`src/rtl/byte_dma_pkg.sv`:
```
package byte_dma_pkg;

  typedef enum logic [2:0] {
    ST_IDLE = 3'd0,
    ST_HALT = 3'd1,
    ST_WREQ = 3'd2,
    ST_RD   = 3'd3,
    ST_CAP  = 3'd4,
    ST_ACK  = 3'd5,
    ST_WR   = 3'd6
  } dma_st_e;

  typedef enum logic {
    DIR_RECV = 1'b0,
    DIR_SEND = 1'b1
  } dma_dir_e;

endpackage

```
`src/rtl/dma_irq_gate.sv`:
```
module dma_irq_gate #(
  parameter int IRQ_W = 8
) (
  input  logic [IRQ_W-1:0] pend,
  input  logic [IRQ_W-1:0] en,
  output logic             hit
);

  logic [IRQ_W-1:0] live;

  always_comb begin
    live = pend & en;
    hit  = |live;
  end

endmodule

```
`src/rtl/dma_ptr_regs.sv`:
```
module dma_ptr_regs #(
  parameter int ADDR_W = 16,
  parameter int LEN_W  = 16,
  parameter int LANE_W = 8
) (
  input  logic              clk,
  input  logic              rst_n,
  input  logic              load,
  input  logic              step,
  input  logic [ADDR_W-1:0] ld_addr,
  input  logic [LEN_W-1:0]  ld_len,
  output logic [ADDR_W-1:0] addr_q,
  output logic [LEN_W-1:0]  len_q,
  output logic              last_byte
);

  localparam int LANES = ADDR_W / LANE_W;

  logic [ADDR_W-1:0] addr_inc;
  logic [ADDR_W-1:0] addr_d;
  logic [LEN_W-1:0]  len_d;
  logic              ptr_en;

  // byte-lane incrementer: a lane steps when all lower bits are ones
  for (genvar g = 0; g < LANES; g++) begin : g_lane
    if (g == 0) begin : g_low
      assign addr_inc[LANE_W-1:0] = addr_q[LANE_W-1:0] + LANE_W'(1);
    end else begin : g_up
      logic cin;
      assign cin = &addr_q[g*LANE_W-1:0];
      assign addr_inc[g*LANE_W +: LANE_W] =
        addr_q[g*LANE_W +: LANE_W] + {{(LANE_W-1){1'b0}}, cin};
    end
  end

  always_comb begin
    ptr_en = load | step;
    addr_d = addr_q;
    len_d  = len_q;
    if (load) begin
      addr_d = ld_addr;
      len_d  = ld_len;
    end else if (step) begin
      addr_d = addr_inc;
      len_d  = len_q - LEN_W'(1);
    end
  end

  always_ff @(posedge clk or negedge rst_n) begin
    if (!rst_n) begin
      addr_q <= '0;
      len_q  <= '0;
    end else if (ptr_en) begin
      addr_q <= addr_d;
      len_q  <= len_d;
    end
  end

  assign last_byte = (len_q == LEN_W'(1));

endmodule

```
`src/rtl/dma_seq.sv`:
```
module dma_seq
  import byte_dma_pkg::*;
#(
  parameter int DATA_W = 8
) (
  input  logic              clk,
  input  logic              rst_n,
  input  logic              start,
  input  dma_dir_e          dir_in,
  input  logic              len_zero,
  input  logic              irq_hit,
  input  logic              cpu_halted,
  input  logic              per_req,
  input  logic              last_byte,
  input  logic [DATA_W-1:0] mem_rdata,
  output logic              load,
  output logic              step,
  output logic              busy,
  output logic              idle_req,
  output logic              bus_own,
  output logic              mem_rd,
  output logic              mem_wr,
  output logic              per_ack,
  output logic [DATA_W-1:0] per_wdata,
  output logic              done_flag,
  output logic              abort_flag
);

  dma_st_e          st_q, st_d;
  dma_dir_e         dir_q;
  logic [DATA_W-1:0] data_q;
  logic             set_done, set_abort, clr_flags;
  logic             done_en, abort_en, data_en;

  always_comb begin
    st_d      = st_q;
    load      = 1'b0;
    step      = 1'b0;
    set_done  = 1'b0;
    set_abort = 1'b0;
    clr_flags = 1'b0;
    unique case (st_q)
      ST_IDLE: begin
        if (start) begin
          load      = 1'b1;
          clr_flags = 1'b1;
          if (len_zero) set_done = 1'b1;
          else          st_d     = ST_HALT;
        end
      end
      ST_HALT: begin
        if (irq_hit) begin
          st_d      = ST_IDLE;
          set_abort = 1'b1;
        end else if (cpu_halted) begin
          st_d = ST_WREQ;
        end
      end
      ST_WREQ: begin
        if (irq_hit) begin
          st_d      = ST_IDLE;
          set_abort = 1'b1;
        end else if (per_req) begin
          st_d = (dir_q == DIR_SEND) ? ST_RD : ST_WR;
        end
      end
      ST_RD:  st_d = ST_CAP;
      ST_CAP: st_d = ST_ACK;
      ST_ACK, ST_WR: begin
        step = 1'b1;
        if (last_byte) begin
          st_d     = ST_IDLE;
          set_done = 1'b1;
        end else begin
          st_d = ST_WREQ;
        end
      end
      default: st_d = ST_IDLE;
    endcase
  end

  always_comb begin
    done_en  = clr_flags | set_done;
    abort_en = clr_flags | set_abort;
    data_en  = (st_q == ST_CAP);
  end

  always_ff @(posedge clk or negedge rst_n) begin
    if (!rst_n) st_q <= ST_IDLE;
    else        st_q <= st_d;
  end

  always_ff @(posedge clk or negedge rst_n) begin
    if (!rst_n)    dir_q <= DIR_RECV;
    else if (load) dir_q <= dir_in;
  end

  always_ff @(posedge clk or negedge rst_n) begin
    if (!rst_n)       data_q <= '0;
    else if (data_en) data_q <= mem_rdata;
  end

  always_ff @(posedge clk or negedge rst_n) begin
    if (!rst_n)       done_flag <= 1'b0;
    else if (done_en) done_flag <= set_done;
  end

  always_ff @(posedge clk or negedge rst_n) begin
    if (!rst_n)        abort_flag <= 1'b0;
    else if (abort_en) abort_flag <= set_abort;
  end

  always_comb begin
    busy      = (st_q != ST_IDLE);
    idle_req  = busy;
    bus_own   = (st_q == ST_WREQ) || (st_q == ST_RD) || (st_q == ST_CAP) ||
                (st_q == ST_ACK)  || (st_q == ST_WR);
    mem_rd    = (st_q == ST_RD);
    mem_wr    = (st_q == ST_WR);
    per_ack   = (st_q == ST_ACK) || (st_q == ST_WR);
    per_wdata = (st_q == ST_ACK) ? data_q : '0;
  end

endmodule

```
`src/rtl/byte_dma.sv`:
```
module byte_dma
  import byte_dma_pkg::*;
#(
  parameter int ADDR_W = 16,
  parameter int LEN_W  = 16,
  parameter int DATA_W = 8,
  parameter int IRQ_W  = 8
) (
  input  logic              clk,
  input  logic              rst_n,
  input  logic              cfg_start,
  input  logic              cfg_dir,
  input  logic [ADDR_W-1:0] cfg_addr,
  input  logic [LEN_W-1:0]  cfg_len,
  input  logic [IRQ_W-1:0]  irq_pend,
  input  logic [IRQ_W-1:0]  irq_en,
  input  logic              cpu_halted,
  output logic              idle_req,
  output logic              busy,
  output logic              done_flag,
  output logic              abort_flag,
  output logic [ADDR_W-1:0] cur_addr,
  output logic [LEN_W-1:0]  cur_len,
  output logic              bus_own,
  output logic [ADDR_W-1:0] mem_addr,
  output logic              mem_rd,
  output logic              mem_wr,
  output logic [DATA_W-1:0] mem_wdata,
  input  logic [DATA_W-1:0] mem_rdata,
  input  logic              per_req,
  output logic              per_ack,
  output logic [DATA_W-1:0] per_wdata,
  input  logic [DATA_W-1:0] per_rdata
);

  logic irq_hit, load, step, last_byte, len_zero;

  assign len_zero = (cfg_len == '0);

  dma_irq_gate #(.IRQ_W(IRQ_W)) u_irq (
    .pend (irq_pend),
    .en   (irq_en),
    .hit  (irq_hit)
  );

  dma_ptr_regs #(.ADDR_W(ADDR_W), .LEN_W(LEN_W), .LANE_W(DATA_W)) u_ptr (
    .clk       (clk),
    .rst_n     (rst_n),
    .load      (load),
    .step      (step),
    .ld_addr   (cfg_addr),
    .ld_len    (cfg_len),
    .addr_q    (cur_addr),
    .len_q     (cur_len),
    .last_byte (last_byte)
  );

  dma_seq #(.DATA_W(DATA_W)) u_seq (
    .clk        (clk),
    .rst_n      (rst_n),
    .start      (cfg_start),
    .dir_in     (dma_dir_e'(cfg_dir)),
    .len_zero   (len_zero),
    .irq_hit    (irq_hit),
    .cpu_halted (cpu_halted),
    .per_req    (per_req),
    .last_byte  (last_byte),
    .mem_rdata  (mem_rdata),
    .load       (load),
    .step       (step),
    .busy       (busy),
    .idle_req   (idle_req),
    .bus_own    (bus_own),
    .mem_rd     (mem_rd),
    .mem_wr     (mem_wr),
    .per_ack    (per_ack),
    .per_wdata  (per_wdata),
    .done_flag  (done_flag),
    .abort_flag (abort_flag)
  );

  assign mem_addr  = bus_own ? cur_addr  : '0;
  assign mem_wdata = mem_wr  ? per_rdata : '0;

endmodule

```
`config.mk`:
```
export PLATFORM = sky130hd
export DESIGN_NAME = byte_dma
export DESIGN_NICKNAME = d
export VERILOG_FILES = /design/src/rtl/byte_dma_pkg.sv /design/src/rtl/dma_irq_gate.sv /design/src/rtl/dma_ptr_regs.sv /design/src/rtl/dma_seq.sv /design/src/rtl/byte_dma.sv
export SDC_FILE = /design/constraint.sdc
export NUM_CORES = 1
export LEC_CHECK = 0
export BUFFER_PORTS_ARGS = -buffer_cell sky130_fd_sc_hd__buf_2
export CORE_MARGIN = 2
export CORE_UTILIZATION = 42
export DETAILED_ROUTE_END_ITERATION = 7
export PLACE_DENSITY_LB_ADDON = 0.3
export SLEW_MARGIN = 0
export SYNTH_ARGS = -nofsm -noshare
export SYNTH_HDL_FRONTEND = slang
export SYNTH_SLANG_ARGS = --single-unit
```
`constraint.sdc`:
```
create_clock -name clk -period 2.25 [get_ports clk]
set_input_delay 0.225 -clock clk [delete_from_list [all_inputs] [get_ports clk]]
set_output_delay 0.225 -clock clk [all_outputs]
set_load 0.02 [all_outputs]
```
# After elaboration in Yosys (flattened, before gate mapping)
# Cells that the tools add are included.
totals:
  regBits: 46
  elab_cells: 65
  out_inout_bits: 72
op_classes:
  muxes: 25
  add_sub_neg: 3
  reduce_logical: 15
  n_eq_ne: 11
  bitwise_logic: 4
op_table:
  columns: ["op", "count"]
  rows:
  - ["$mux 16", 5]
  - ["$mux 3", 7]
  - ["$pmux 3 s6", 1]
  - ["$eq 16x1->1 const B", 1]
  - ["$logic_not 16->1", 1]
  - ["$mux 8", 2]
  - ["$sub 16x1->16 const B", 1]
  - ["$eq 3x3->1 const B", 3]
  - ["$add 8x1->8", 1]
  - ["$add 8x1->8 const B", 1]
  - ["$and 8x8->8", 1]
  - ["$mux 1", 8]
  - ["$reduce_and 8->1", 1]
  - ["$reduce_or 8->1", 1]
  - ["$eq 3x2->1 const B", 2]
  - ["$ne 3x3->1 const B", 2]
  - ["$logic_or 1x1->1", 5]
  - ["$ne 2x2->1 const B", 2]
  - ["$reduce_and 4->1", 1]
  - ["$reduce_or 2->1", 2]
  - ["$eq 3x1->1 const B", 1]
  - ["$logic_not 3->1", 1]
  - ["$or 1x1->1", 3]
  - ["$reduce_bool 3->1", 1]
  - ["other kinds (4)", 4]

# Depth between registers and ports, before layout
depth:
  depth_word: 6
  depth_mapped: 9

# Hierarchy
# Synthesis repeated with hierarchy kept, for this count alone.
unflattened:
  cells_unflattened: 297
  hier_area_um2: 2762.6
modules_own_cells:
  columns: ["mod", "seq_area_each_um2", "area_per_inst_um2", "n_inst", "cells_per_inst"]
  rows:
  - ["dma_ptr_regs", 800.8, 1781.7, 1, 194]
  - ["dma_seq", 350.3, 755.7, 1, 68]
  - ["byte_dma", 0.0, 188.9, 1, 30]
  - ["dma_irq_gate", 0.0, 36.3, 1, 5]

# Worst setup path before layout
# Ideal clock, no wire load.
synth_timing:
  kind: "reg2out"
  start: "register u_seq.st_q[2]"
  end: "output mem_wdata[0]"
  path_stages_with_launch: 6
  required_ps: 2025
  t_arrival_ps: 1987
  slack_ps: 38
  path_cell_list: "dfrtp_1 clkbuf_1 inv_1 clkbuf_1 nor3b_1 and2_1"
synth_between:
  elab_chain_cells: 2
synth_lines:
  columns: ["element", "line_no", "rtl"]
  rows:
  - ["start: declaration", "dma_seq.sv:29", "dma_st_e st_q, st_d;"]
  - ["start signal: assignment", "dma_seq.sv:90", "else st_q <= st_d;"]
  - ["$eq 3x3->1", "dma_seq.sv:119", "mem_wr = (st_q == ST_WR);"]
  - ["named net mem_wr", "byte_dma.sv:27", "output logic mem_wr,"]
  - ["$mux 8", "byte_dma.sv:83", "assign mem_wdata = mem_wr ? per_rdata : '0;"]
  - ["end: declaration", "byte_dma.sv:28", "output logic [DATA_W-1:0] mem_wdata,"]
# The timed path passes the listed nets, and every way through them passes these cells.

# Worst setup path after layout
layout_timing:
  start: "register u_seq.st_q[2]"
  end: "output mem_wdata[2]"
layout_between:
  elab_chain_cells: 2
layout_lines:
  columns: ["element", "line_no"]
  rows:
  - ["$eq 3x3->1", "dma_seq.sv:119"]
  - ["$mux 8", "byte_dma.sv:83"]
# Every way passes these cells.

==> impl_metrics.tcl <==
set metrics [dict create \
    outcome "finished, final reports clean" \
    finalHoldViolCount 0 \
    grt_pass1_vias 2766 \
    drtIter0Drc 168 \
    syn_avg_cell_area_um2 8.93 \
    drive_gt1_share_pct 38.5 \
    slowest_delay_ns 0.51 \
    synth.area.top_cells "dfrtp_1, nand2_1, and2_1" \
    syn_area_um2 2830 \
    ant_nets 0 \
    cts_buffers 5 \
    clockBufferDepth 2 \
    cts_tree "yes" \
    vias 3069 \
    path_delay_family "simple AND/OR/NAND/NOR gates" \
    crit_start "u_seq.st_q[2]" \
    netlist-cell-type-count 53 \
    whs_path_depth 3 \
    fmax_mhz 485 \
    path_buf_inv 2 \
    fp.dieH_um 86.1 \
    area.growth.synth_to_final_pct 34.7 \
    fin_skew_ns 0.00529 \
    root_buffer "clkbuf_8" \
    syn_nets 392 \
    antenna_found_initial 0 \
    worstPathArrival_ns 1.84 \
    track_usage_pct 22.8 \
    hp-start "cfg_addr[1]" \
    gr-total-overflow 0 \
    io_pins 142 \
    synth_most_common_cell "dfrtp_1" \
    clkTransAtPathRegs_ns 0.09 \
    r2r-start "u_ptr.addr_q[1]" \
    htree_levels 2 \
    path_depth 4 \
    grt_max_degree 40 \
    cts_sinks 46 \
    die_area_um2 7410 \
    ys.flop_type "dfrtp_1" \
    wl_met3_um 562 \
    core_area_um2 6420 \
    clk_latency_ns 0.30 \
    cpMaxStageDelayCell "dfrtp_1" \
    power_per_cell_area_nw_per_um2 1180 \
    rows 29 \
    drc 0 \
    slew_viol_final 0 \
    met2WireLength_um 4170 \
    port_buffers 141 \
    r2r_cells 9 \
    ys_seq_elements 46 \
    setup_tns_ns 0 \
    period_minus_slack_ns 2.06 \
    start_util_pct 44.1 \
    dpl.hpwl_um 6390 \
    tightest_slew_ns 0.580 \
    dpl_worst_slack_ns 0.253 \
    peakVddDrop_mv 0.651 \
    yosys.area.top_type "dfrtp_1" \
    synthArstFlopShare_pct 100 \
    nets 539 \
    rsz0062_at_grt "false" \
    grt_pass1_wl_um 13500 \
    slew_headroom_pct 61.0 \
    routed_wirelength_um 8500 \
    cp_data_required_time_ns 2.03 \
    multi_input_area_um2 1570 \
    drt-pass1-iter-count 4 \
    ff_latch_area_um2 1150 \
    path_cells "inv_1, nor3b_4, and2_1, buf_2" \
    worst-path-max-fanout 12 \
    top_layer_used "met4" \
    power.leakage_uw 0.00188 \
    setup_viol 0 \
    synth_common_cells "dfrtp_1, nand2_1, nor2_1" \
    finalCritPeriodShare_pct 91.7 \
    wl_per_cell_um 15.7 \
    endpoint_kind "primary output" \
    antenna_cells 0 \
    synth_warnings 0 \
    total_power_uw 4480 \
    ys_seq_area_share_pct 40.7 \
    fin_hold_ws_ns 0.123 \
    synth.top_cell.area_share_pct 40.7 \
    post-route-worst-setup-slack_ns 0.188 \
    die_width_um 86.1 \
    met1Wirelength_um 3660 \
    cp-start-kind "flop" \
    synth_edf_count 0 \
    drv_cap 0 \
    synthCells 317 \
    gp_congestion 0.851 \
    hold_class "in -> reg" \
    criticalPathCategory "reg -> out" \
    viasPerCell 5.66 \
    fillerInstances 615 \
]
==> worst register-to-register path, stage by stage (launching register included) <==
cell and delay, ns:
dfrtp_1 0.42, ha_1 0.19, nand2_1 0.11, nor2_1 0.14, and3_1 0.16, ha_1 0.15
nand2_1 0.08, or2_2 0.30, nor4_1 0.23, a221o_1 0.14
==> logic make-up (layout without fill, tap and decap cells) <==
logic type                 Yosys count  after routing  synth area share (%)
xor gates and xnor gates             4              4                  1.50
AOI/OAI and AO/OA                   70             70                  17.7
DFF                                 46             46                  40.7
buffers and inverters               28            176                  4.33
muxes                               12             12                  4.60
and+or+nand+nor                    152            152                  29.0
adders and majority gates            5              5                  2.21
==> state kept, by name, summed over array words and instances (netlist names) <==
register          flops
u_ptr.addr_q         16
u_ptr.len_q          16
u_seq.data_q          8
u_seq.st_q            3
u_seq.abort_flag      1
u_seq.dir_q           1
u_seq.done_flag       1
==> worst paths after layout <==
kind	endpoint	slack, ns
max	mem_wdata[2]	0.19
min	u_ptr.addr_q[1]	0.12
max reg2reg	u_ptr.addr_q[15]	0.28
min reg2reg	u_seq.data_q[2]	0.51
max in group asynchronous	u_ptr.len_q[0]	1.08
min in group asynchronous	u_ptr.len_q[12]	0.43
==> cell usage in the layout, fill, tap and decap left out, types with 7 or more instances in the layout <==
master,n
a211oi_1,9
a21oi_1,8
and2_1,17
buf_2,141
buf_4,13
dfrtp_1,45
inv_1,12
mux2_2,8
nand2_1,32
nand3_1,16
nand4_1,8
nor2_1,24
nor2b_1,16
nor3_1,7
nor4_1,8
o21ai_0,15
==> layer usage <==
layer | GRT usage (%) | up-vias
met1 | 30.5 | 1463
met2 | 37.7 | 122
met4 | 6.78 | 0
met3 | 4.04 | 9
met5 | 0 | -
li1 | - | 1475
==> cell type report <==
class / instances / area share, %
timing repair buffer: 156 / 21.9
multi-input combinational: 243 / 41.3
sequential: 46 / 30.2
inverter: 12 / 1.18
tap: 77 / 2.53
clock buffer: 6 / 1.90
clock inverter: 2 / 0.985
==> where the power goes <==
group          internal (uW)  total [uW]  switching, uW
clock                    332         625            293
sequential              1220        1680            463
combinational            877        2180           1300
total                   2430        4480           2050
==> repair_timing <==
action,in CTS,in global routing
setup buffers,0,0
hold endpoints to repair,21,0
hold buffers,1,0
setup endpoints to repair,8,10
gates resized for setup,1,2
pin swaps,0,0
==> stage by stage <==
stage	cells	instance area (um^2)	utilization, %
6_report	542	3810	59.3
3_3_place_gp	533	3680	57.3
5_1_grt	542	3810	59.3
4_1_cts	542	3800	59.2
3_5_place_dp	533	3680	57.3
2_1_floorplan	317	2830	-
No activity file was read; power rests on OpenSTA's default activity.
